--- src/rtl/fa_pkg.sv ---
// Shared types for the fusible instruction aligner.
// Assumes 16-bit parcels; field widths cover the widest format.
package fa_pkg;
    localparam int PARCEL_W = 16;
    localparam int OPC_W    = 13;
    localparam int REG_W    = 5;
    localparam int IMM_W    = 20;

    // One decoded instruction, including its fusible bit.
    typedef struct packed {
        logic               len2;
        logic               fus;
        logic [OPC_W-1:0]   opc;
        logic [REG_W-1:0]   rd;
        logic [REG_W-1:0]   rs1;
        logic [REG_W-1:0]   rs2;
        logic [IMM_W-1:0]   imm;
    } insn_t;

    // Tail slot contents: the fusible bit is dropped.
    typedef struct packed {
        logic               len2;
        logic [OPC_W-1:0]   opc;
        logic [REG_W-1:0]   rd;
        logic [REG_W-1:0]   rs1;
        logic [REG_W-1:0]   rs2;
        logic [IMM_W-1:0]   imm;
    } slot_t;
endpackage

--- src/rtl/fa_insn_dec.sv ---
// Combinational field extractor for one instruction.
// Assumes p_hi is the instruction's first parcel; p_lo matters only for 32-bit forms.
module fa_insn_dec
    import fa_pkg::*;
(
    input  logic [PARCEL_W-1:0] p_hi,
    input  logic [PARCEL_W-1:0] p_lo,
    output insn_t               ins
);
    logic [2*PARCEL_W-1:0] w;
    assign w = {p_hi, p_lo};

    // Pick fields by length bit and format selector.
    always_comb begin
        ins      = '0;
        ins.fus  = p_hi[15];
        ins.len2 = p_hi[14];
        if (p_hi[14]) begin
            case (w[29:28])
                2'd0: begin
                    ins.opc = {5'd0, w[27:20]};
                    ins.imm = w[19:0];
                end
                2'd1: begin
                    ins.opc = {5'd0, w[27:20]};
                    ins.rd  = w[19:15];
                    ins.imm = {5'd0, w[14:0]};
                end
                2'd2: begin
                    ins.opc = {5'd0, w[27:20]};
                    ins.rd  = w[19:15];
                    ins.rs1 = w[14:10];
                    ins.imm = {10'd0, w[9:0]};
                end
                default: begin
                    ins.opc = w[27:15];
                    ins.rd  = w[14:10];
                    ins.rs1 = w[9:5];
                    ins.rs2 = w[4:0];
                end
            endcase
        end else begin
            ins.opc = {10'd0, p_hi[12:10]};
            if (!p_hi[13]) begin
                ins.imm = {10'd0, p_hi[9:0]};
            end else begin
                ins.rd  = p_hi[9:5];
                ins.rs1 = p_hi[4:0];
            end
        end
    end
endmodule

--- src/rtl/fa_parcel_buf.sv ---
// Circular parcel buffer: up to two pushes and up to WIN pops per cycle.
// Exposes the oldest WIN parcels as a window.
// Assumes DEPTH is a power of two and at least WIN, and that pop_n never exceeds cnt.
module fa_parcel_buf
    import fa_pkg::*;
#(
    parameter int DEPTH = 8,
    parameter int WIN   = 4,
    localparam int PW   = $clog2(DEPTH),
    localparam int CW   = $clog2(DEPTH + 1),
    localparam int POPW = $clog2(WIN + 1)
) (
    input  logic                          clk,
    input  logic                          rst_n,
    input  logic                          flush,
    input  logic [1:0]                    push_n,
    input  logic [PARCEL_W-1:0]           push_d0,
    input  logic [PARCEL_W-1:0]           push_d1,
    input  logic [POPW-1:0]               pop_n,
    output logic [WIN-1:0][PARCEL_W-1:0]  win,
    output logic [CW-1:0]                 cnt,
    output logic                          ready
);
    logic [PARCEL_W-1:0] mem [DEPTH];
    logic [PW-1:0]       rd_ptr, wr_ptr, wr_ptr1;
    logic [1:0]          acc;

    // Ready when at least two entries are free; accepted count gated by it.
    assign ready   = (cnt <= CW'(DEPTH - 2));
    assign acc     = ready ? push_n : 2'd0;
    assign wr_ptr1 = wr_ptr + 1'b1;

    // Pointer and fill-level update; flush and reset empty the buffer.
    always_ff @(posedge clk) begin
        if (!rst_n || flush) begin
            rd_ptr <= '0;
            wr_ptr <= '0;
            cnt    <= '0;
        end else begin
            wr_ptr <= wr_ptr + PW'(acc);
            rd_ptr <= rd_ptr + PW'(pop_n);
            cnt    <= cnt + CW'(acc) - CW'(pop_n);
        end
    end

    // Parcel storage write (storage itself needs no reset).
    always_ff @(posedge clk) begin
        if (rst_n && !flush) begin
            if (acc != 2'd0) mem[wr_ptr]  <= push_d0;
            if (acc == 2'd2) mem[wr_ptr1] <= push_d1;
        end
    end

    // Read window: oldest WIN parcels in order.
    for (genvar i = 0; i < WIN; i++) begin : g_win
        logic [PW-1:0] idx;
        assign idx    = rd_ptr + PW'(i);
        assign win[i] = mem[idx];
    end


    no_overflow_chk: assert property (@(posedge clk) disable iff (!rst_n)
        cnt <= CW'(DEPTH));


    blocked_no_growth_chk: assert property (@(posedge clk) disable iff (!rst_n)
        !ready |=> cnt <= $past(cnt));
endmodule

--- src/rtl/fa_mop_former.sv ---
// Finds the leading instruction in the parcel window.
// If it is fusible, attaches the following instruction, then registers one macro-op slot per cycle.
// Assumes a window of four parcels, enough for a 32-bit head plus a 32-bit tail.
module fa_mop_former
    import fa_pkg::*;
#(
    parameter int WIN   = 4,
    parameter int CNT_W = 4,
    localparam int POPW = $clog2(WIN + 1)
) (
    input  logic                          clk,
    input  logic                          rst_n,
    input  logic                          flush,
    input  logic [WIN-1:0][PARCEL_W-1:0]  win,
    input  logic [CNT_W-1:0]              cnt,
    output logic [POPW-1:0]               pop_n,
    output logic                          mop_valid,
    output insn_t                         hd_q,
    output slot_t                         tl_q
);
    insn_t               h, t;
    logic [PARCEL_W-1:0] t_hi, t_lo;
    logic [POPW-1:0]     h_n, t_n, need;
    logic                can_emit;

    fa_insn_dec u_hd (.p_hi(win[0]), .p_lo(win[1]), .ins(h));

    // Tail starts right after the head.
    assign t_hi = h.len2 ? win[2] : win[1];
    assign t_lo = h.len2 ? win[3] : win[2];

    fa_insn_dec u_tl (.p_hi(t_hi), .p_lo(t_lo), .ins(t));

    // Parcel counts and the emit decision; a garbage tail length is harmless since it is always >= 1.
    always_comb begin
        h_n      = h.len2 ? POPW'(2) : POPW'(1);
        t_n      = t.len2 ? POPW'(2) : POPW'(1);
        need     = h.fus ? POPW'(h_n + t_n) : h_n;
        can_emit = (cnt >= CNT_W'(h_n)) && (!h.fus || (cnt >= CNT_W'(need)));
        pop_n    = (can_emit && !flush) ? need : '0;
    end

    // Slot output register; cleared on reset, flush and idle cycles.
    always_ff @(posedge clk) begin
        if (!rst_n || flush) begin
            mop_valid <= 1'b0;
            hd_q      <= '0;
            tl_q      <= '0;
        end else begin
            mop_valid <= can_emit;
            hd_q      <= can_emit ? h : '0;
            tl_q      <= (can_emit && h.fus) ?
                         {t.len2, t.opc, t.rd, t.rs1, t.rs2, t.imm} : '0;
        end
    end


    tail_no_chain_chk: assert property (@(posedge clk) disable iff (!rst_n)
        (can_emit && !flush && h.fus && t.fus) |=> (mop_valid && hd_q.fus));
endmodule

--- src/rtl/fusion_aligner.sv ---
// Top of the mixed-length fusible instruction aligner.
// Connects the parcel buffer to the macro-op former and flattens the slot.
// Assumes in_valid[1] is asserted only with in_valid[0].
module fusion_aligner
    import fa_pkg::*;
#(
    parameter int DEPTH = 8,
    parameter int WIN   = 4,
    localparam int CW   = $clog2(DEPTH + 1),
    localparam int POPW = $clog2(WIN + 1)
) (
    input  logic                clk,
    input  logic                rst_n,
    input  logic                flush,
    input  logic [1:0]          in_valid,
    input  logic [PARCEL_W-1:0] in_p0,
    input  logic [PARCEL_W-1:0] in_p1,
    output logic                in_ready,
    output logic                mop_valid,
    output logic                mop_pair,
    output logic                hd_len32,
    output logic [OPC_W-1:0]    hd_opc,
    output logic [REG_W-1:0]    hd_rd,
    output logic [REG_W-1:0]    hd_rs1,
    output logic [REG_W-1:0]    hd_rs2,
    output logic [IMM_W-1:0]    hd_imm,
    output logic                tl_len32,
    output logic [OPC_W-1:0]    tl_opc,
    output logic [REG_W-1:0]    tl_rd,
    output logic [REG_W-1:0]    tl_rs1,
    output logic [REG_W-1:0]    tl_rs2,
    output logic [IMM_W-1:0]    tl_imm
);
    logic [1:0]                   push_n;
    logic [POPW-1:0]              pop_n;
    logic [WIN-1:0][PARCEL_W-1:0] win;
    logic [CW-1:0]                buf_cnt;
    insn_t                        hd_q;
    slot_t                        tl_q;

    // Offered parcel count: bit 1 counts only alongside bit 0.
    assign push_n = in_valid[0] ? (in_valid[1] ? 2'd2 : 2'd1) : 2'd0;

    fa_parcel_buf #(.DEPTH(DEPTH), .WIN(WIN)) u_buf (
        .clk(clk), .rst_n(rst_n), .flush(flush),
        .push_n(push_n), .push_d0(in_p0), .push_d1(in_p1),
        .pop_n(pop_n), .win(win), .cnt(buf_cnt), .ready(in_ready)
    );

    fa_mop_former #(.WIN(WIN), .CNT_W(CW)) u_form (
        .clk(clk), .rst_n(rst_n), .flush(flush),
        .win(win), .cnt(buf_cnt), .pop_n(pop_n),
        .mop_valid(mop_valid), .hd_q(hd_q), .tl_q(tl_q)
    );

    // Flatten slot fields onto ports; a registered fusible head marks a pair.
    assign mop_pair = hd_q.fus;
    assign hd_len32 = hd_q.len2;
    assign hd_opc   = hd_q.opc;
    assign hd_rd    = hd_q.rd;
    assign hd_rs1   = hd_q.rs1;
    assign hd_rs2   = hd_q.rs2;
    assign hd_imm   = hd_q.imm;
    assign tl_len32 = tl_q.len2;
    assign tl_opc   = tl_q.opc;
    assign tl_rd    = tl_q.rd;
    assign tl_rs1   = tl_q.rs1;
    assign tl_rs2   = tl_q.rs2;
    assign tl_imm   = tl_q.imm;


    flush_quiet_chk: assert property (@(posedge clk) disable iff (!rst_n)
        flush |=> !mop_valid);


    pair_has_head_chk: assert property (@(posedge clk) disable iff (!rst_n)
        mop_pair |-> mop_valid);


    pop_within_fill_chk: assert property (@(posedge clk) disable iff (!rst_n)
        CW'(pop_n) <= buf_cnt);
endmodule

--- config.mk ---
export PLATFORM = sky130hd
export DESIGN_NAME = fusion_aligner
export DESIGN_NICKNAME = d
export VERILOG_FILES = /design/src/rtl/fa_pkg.sv /design/src/rtl/fa_insn_dec.sv /design/src/rtl/fa_parcel_buf.sv /design/src/rtl/fa_mop_former.sv /design/src/rtl/fusion_aligner.sv
export SDC_FILE = /design/constraint.sdc
export NUM_CORES = 1
export LEC_CHECK = 0
export CAP_MARGIN = 5
export CORE_MARGIN = 10
export CORE_UTILIZATION = 56
export DETAILED_ROUTE_END_ITERATION = 10
export PLACE_DENSITY = 0.9
export SETUP_SLACK_MARGIN = 0.02
export SLEW_MARGIN = 20
export SYNTH_ARGS = -nofsm -noshare
export SYNTH_HDL_FRONTEND = slang
export SYNTH_SLANG_ARGS = --single-unit
--- constraint.sdc ---
create_clock -name clk -period 6.3 [get_ports clk]
set_input_delay 1.26 -clock clk [delete_from_list [all_inputs] [get_ports clk]]
set_output_delay 1.26 -clock clk [all_outputs]
set_load 0.005 [all_outputs]
==> flow_summary.ini, run 1 <==
[power]
power_density_nw_per_um2 = 282
irDropWorstVdd_mv = 0.136
power_leakage_nw = 5.55

[clocking]
cts_tree = built
cts_buffers = 23
clk_pin_slew_worst_paths_ns = 0.06
cts.sinks = 238
cts_setup_buffers = 0
cts.repair.resized = 0
cts_root_buffer = clkbuf_16
clock_latency_ns = 0.52
cts_buffer_depth = 3
htreeDepth = 1
cts.hold.buffers_added = 0

[final_layout]
fin_area_um2 = 15800
drive_above_1_share = 0.263
final_common_cell = mux2_2
area_growth_pct = 18.0
antenna_cells = 0
fill_cells = 1654
final_cell_mix = 190 x mux2_2, 137 x clkdlybuf4s50_1, 128 x edfxtp_1, 108 x dfxtp_1, 93 x nor2_1
fin_nets = 1286

[place]
gp_congestion = 0.949
dpl.hpwl_mm = 28.4
portBuffers = 137
postPlaceCellArea_um2 = 15100

[sta]
finalSetupViolCount = 0
fin_tns_setup_ns = 0
fmax_mhz = 193
worst_pin_slew_ns = 1.22
skew_ns = 0.0168
drv_slew = 0
fin_crit_ns = 5.17
fin_crit_sh = 0.821
rsz0062_at_grt = no
hold_viol_final = 0
max_slew_margin = 0.175

[route]
wirelength_mm = 40.1
postRouteAntennaNets = 0
dr.first_iter.drc_count = 1390
route.detailed.drc = 0
first_pass_iters = 5
wl_per_cell_um = 25.7
vias = 10158
routed_via_density = 6.52

[worst_setup_path]
crit_slowest_cell = dfxtp_4
worstSetupPathType = flop to flop
required_ns = 6.70
rrSetupSlack_ns = 1.13
cp_max_fo = 28
endpoint_kind = flop
critPathLaunchType = flop
cpPeakStageDelay_ns = 0.60
cp.arrival_ns = 5.57
crit_chain = ha_1 > xor2_2 > mux2_2 > a211oi_1 > buf_4 > nor2_1 > a21oi_1 > ha_1 > nor2b_1 > o21a_1 > a221o_1 > or2_1 > inv_1 > nand2_1 > nor2_1

[yosys]
synthArstFlopShare = 0
ys_types = 59
synth_edf_count = 128
synthCells = 1097
synth.cell_area_um2 = 13400
yosysWarnings = 0
ys_ff_latch = 238
synth_ff_type = edfxtp_1
yosysSeqAreaShare = 0.452
avgSynthCellArea_um2 = 12.2
synth.net_count = 1161

[die]
ios = 138
die_width_um = 175
die_h_um = 175
rows = 56
core_area_um2 = 23500
die_area_um2 = 30500
start_util = 0.570

[global_routing]
grt_pass1_wl_mm = 60.4
antenna_found_initial = 0
track_usage = 0.249
overflow = 0
grt_pass1_vias = 9957
grt_max_degree = 68

[worst_hold_path]
hold_class = flop to flop

[job]
drv_cap = 0

[status]
status = complete, no violations
==> cells by family (layout without fill, tap and decap cells) <==
logic type,Yosys count,after routing,synth area share
flops,238,238,0.452
compound gates,156,156,0.0780
simple gates,239,239,0.0815
buf+inv,92,234,0.0298
xor+xnor,12,12,0.00842
fa+ha+maj,27,27,0.0275
mux,333,333,0.323
==> layer usage <==
layer  GRT usage  vias to the layer above  wire length [um]
met4      0.0848                        0              1520
met5           0                        -                 0
met3      0.0522                      116              4260
met1       0.313                     4928             15400
met2       0.420                      697             18900
li1            -                     4417                 -
==> synth_stat cells, types with 5 or more instances <==
cell	n	area, um^2
a211oi_1	14	105
a21o_1	7	52.6
a21oi_1	25	125
a22oi_1	18	135
a2bb2oi_1	5	43.8
and2_1	9	56.3
and3_1	9	56.3
buf_1	7	26.3
buf_2	13	65.1
clkbuf_1	33	124
dfxtp_1	110	2200
edfxtp_1	128	3840
ha_1	23	288
inv_1	28	105
mux2_2	190	2140
mux2i_1	83	831
mux4_2	59	1330
nand2_1	61	229
nand2b_1	11	68.8
nand3_1	12	60.1
nor2_1	93	349
nor2b_1	13	81.3
nor3_1	11	55.1
o21a_1	5	37.5
o21ai_0	27	135
o22ai_1	28	175
or3_1	5	31.3
xnor2_1	7	61.3
==> sequential cells by signal, indices dropped and copies added, names as in the netlist <==
name / flops
u_buf.rd_ptr: 3
u_buf.mem: 128
u_buf.wr_ptr: 3
u_form.mop_valid: 1
u_buf.cnt: 4
u_form.tl_q: 49
u_form.hd_q: 50
==> layout make-up <==
type                       count  area [um^2]  share of cell area
timing repair buffer         160         1540              0.0978
multi-input combinational    767         6940               0.440
clock buffer                  26          618              0.0392
inverter                      32          120             0.00761
sequential                   238         6050               0.383
clock inverter                16          111             0.00706
tap                          319          399              0.0253
==> critical path, delay by kind of cell (launching register included) <==
family / cells / cell delay (ns)
AOI/OAI and AO/OA: 4 / 1.24
and+or+nand+nor: 5 / 1.20
DFF: 1 / 0.60
xor gates and xnor gates: 1 / 0.60
adders and majority gates: 2 / 0.58
muxes: 1 / 0.42
buffers and inverters: 2 / 0.39
==> final timing paths <==
kind,start,endpoint,cells after the start
max,u_buf.rd_ptr[0],u_form.hd_q[43],15
min,u_buf.wr_ptr[0],u_buf.wr_ptr[0],2
max reg2reg,u_buf.rd_ptr[0],u_form.hd_q[43],15
min reg2reg,u_buf.wr_ptr[0],u_buf.wr_ptr[0],2
==> stage by stage <==
step / worst slack [ns] / util / hold WS [ns] / std cells / total power [mW]
2_1_floorplan: 1.17 / - / 0.596 / 1097 / 2.68
3_3_place_gp: 1.39 / 0.641 / 0.638 / 1516 / 3.08
3_5_place_dp: 1.24 / 0.641 / 0.698 / 1516 / 3.11
4_1_cts: 1.22 / 0.672 / 0.736 / 1558 / 4.43
5_1_grt: 0.789 / 0.672 / 0.762 / 1558 / 4.61
6_report: 1.13 / 0.672 / 0.722 / 1558 / 4.46
==> report_power, final <==
group	total (mW)	switching, mW	leakage [nW]	internal [mW]
clock network	1.34	0.617	0.369	0.721
registers	1.74	0.0418	2.04	1.70
logic	1.38	0.792	3.14	0.588
total	4.46	1.45	5.55	3.01
No activity file was read; power rests on OpenSTA's default activity.
==> inputs of run 2 (changes only) <==
==> constraint.sdc (replaced) <==
create_clock -name clk -period 5.1 [get_ports clk]
set_input_delay 1.02 -clock clk [delete_from_list [all_inputs] [get_ports clk]]
set_output_delay 1.02 -clock clk [all_outputs]
set_load 0.005 [all_outputs]
==> flow_summary.ini, run 2 (synthesis results as in run 1) <==
[clocking]
clk_pin_slew_worst_paths_ns = 0.07
cts_root_buffer = clkbuf_16
cts_buffers = 23
htreeDepth = 1
cts_tree = built
clock_latency_ns = 0.53
cts.sinks = 238
cts_setup_buffers = 0
cts.hold.buffers_added = 0
cts.repair.resized = 0
cts_buffer_depth = 3

[global_routing]
grt_pass1_wl_mm = 63.2
grt_max_degree = 78
grt_pass1_vias = 10272
grtUsageMet2 = 0.429
track_usage = 0.265
gr-usage-met1 = 0.320
use_met3 = 0.0860
antenna_found_initial = 1
overflow = 0
grt-busiest-layer = met2

[final_layout]
fin_area_um2 = 16000
final_cell_count_no_fill = 1572
top_register = u_buf.mem
fin_nets = 1301
fill_cells = 1633
largest_reg_flops = 128
final_common_cell = mux2_2
antenna_cells = 0
reg_top3 = u_buf.mem x128, u_form.hd_q x50, u_form.tl_q x49
final_cell_mix = 190 x mux2_2, 137 x clkdlybuf4s50_1, 128 x edfxtp_1, 108 x dfxtp_1, 93 x nor2_1
area_growth_pct = 19.3
drive_above_1_share = 0.268

[die]
ios = 138
rows = 56
die_width_um = 175
die_area_um2 = 30500
die_h_um = 175
core_area_um2 = 23500
start_util = 0.570

[worst_setup_path]
timing.rr.end = u_buf.cnt[3]
r2r_cells = 18
rrSetupSlack_ns = 0.50
endpoint_kind = flop
cp_max_fo = 77
required_ns = 5.51
reg2reg_from = u_buf.rd_ptr[0]
worstSetupPathType = flop to flop
cp.arrival_ns = 5.01
critPathLaunchType = flop

[sta]
fmax_mhz = 217
rsz0062_at_grt = no
worst_pin_slew_ns = 1.11
fin_crit_sh = 0.902
fin_crit_ns = 4.60
max_slew_margin = 0.262
drv_slew = 0
fin_tns_setup_ns = 0
finalSetupViolCount = 0
hold_viol_final = 0
skew_ns = 0.0136

[route]
vias = 10179
route.detailed.drc = 0
wirelength_mm = 42.1
dr.first_iter.drc_count = 1290
routed_via_density = 6.48
wl_per_cell_um = 26.8
first_pass_iters = 8
postRouteAntennaNets = 0

[job]
drv_cap = 0

[status]
status = complete, no violations

[power]
power_leakage_nw = 5.64
total_power_mw = 5.67
power_density_nw_per_um2 = 355
irDropWorstVdd_mv = 0.221

[place]
gp_congestion = 0.934
dpl.hpwl_mm = 29.8
portBuffers = 137
postPlaceCellArea_um2 = 15200
placedCellCount = 1531

[worst_hold_path]
min_delay_path_depth = 2
hp-start = u_buf.wr_ptr[0]
hold_class = flop to flop
min_to = u_buf.wr_ptr[0]
==> run 2: cell types whose count changed in the layout (fill, tap and decap cells not counted), sizes merged <==
cell	delta
buf	+15
inv	-5
clkinv	-1
bufinv	+2
clkbuf	+4
clkinvlp	-1
==> run 2: per-stage QoR <==
stage / setup WS, ns / hold slack, ns / utilization
global placement: 0.697 / 0.647 / 0.647
CTS: 0.515 / 0.674 / 0.680
floorplan: 0.0686 / 0.596 / -
global route: 0.228 / 0.728 / 0.680
detailed placement: 0.534 / 0.656 / 0.647
finish: 0.500 / 0.678 / 0.680
==> run 2: final cells by class <==
class,count,area [um^2],area share
clock buffers,30,664,0.0416
clock inverters,11,115,0.00721
inverters,32,120,0.00753
multi-input cells,767,6940,0.435
flip-flops and latches,238,6050,0.379
well taps,319,399,0.0250
repair buffers,175,1670,0.105
==> run 2: report_power, final <==
| part | total, mW | switching (mW) | internal (mW) |
|---|---|---|---|
| Combinational | 1.76 | 1.02 | 0.744 |
| Clock | 1.76 | 0.741 | 1.02 |
| Sequential | 2.14 | 0.0463 | 2.10 |
==> run 2: critical path: stages, from the launching register on <==
cell and delay [ns]:
dfxtp_4 0.45, buf_12 0.42, mux4_2 0.58, mux2_2 0.37, a21oi_1 0.17, a21oi_1 0.08
ha_1 0.31, nor2b_1 0.05, o21a_1 0.18, nand2_1 0.07, nand2_1 0.06, nor3_1 0.35
fa_1 0.49, inv_1 0.11, ha_1 0.24, a21o_1 0.17, a21oi_1 0.18, xnor2_1 0.14
nor2_1 0.05
==> run 2: worst max-delay path by stage <==
stage	startpoint	end	slack (ns)	depth (start not counted)
floorplan	u_buf.rd_ptr[0]	u_buf.cnt[3]	0.07	26
global placement	u_buf.rd_ptr[0]	u_buf.cnt[3]	0.70	18
detailed placement	u_buf.rd_ptr[0]	u_buf.cnt[3]	0.53	18
CTS	u_buf.rd_ptr[0]	u_buf.cnt[3]	0.52	18
global route	u_buf.rd_ptr[0]	u_buf.cnt[3]	0.23	19
finish	u_buf.rd_ptr[0]	u_buf.cnt[3]	0.50	18
==> run 2: metal layers <==
| layer | up-vias | part of all wire |
|---|---|---|
| met5 | - | 0.00031 |
| met2 | 677 | 0.47 |
| met1 | 4916 | 0.37 |
| met4 | 2 | 0.044 |
| met3 | 138 | 0.12 |
| li1 | 4446 | - |
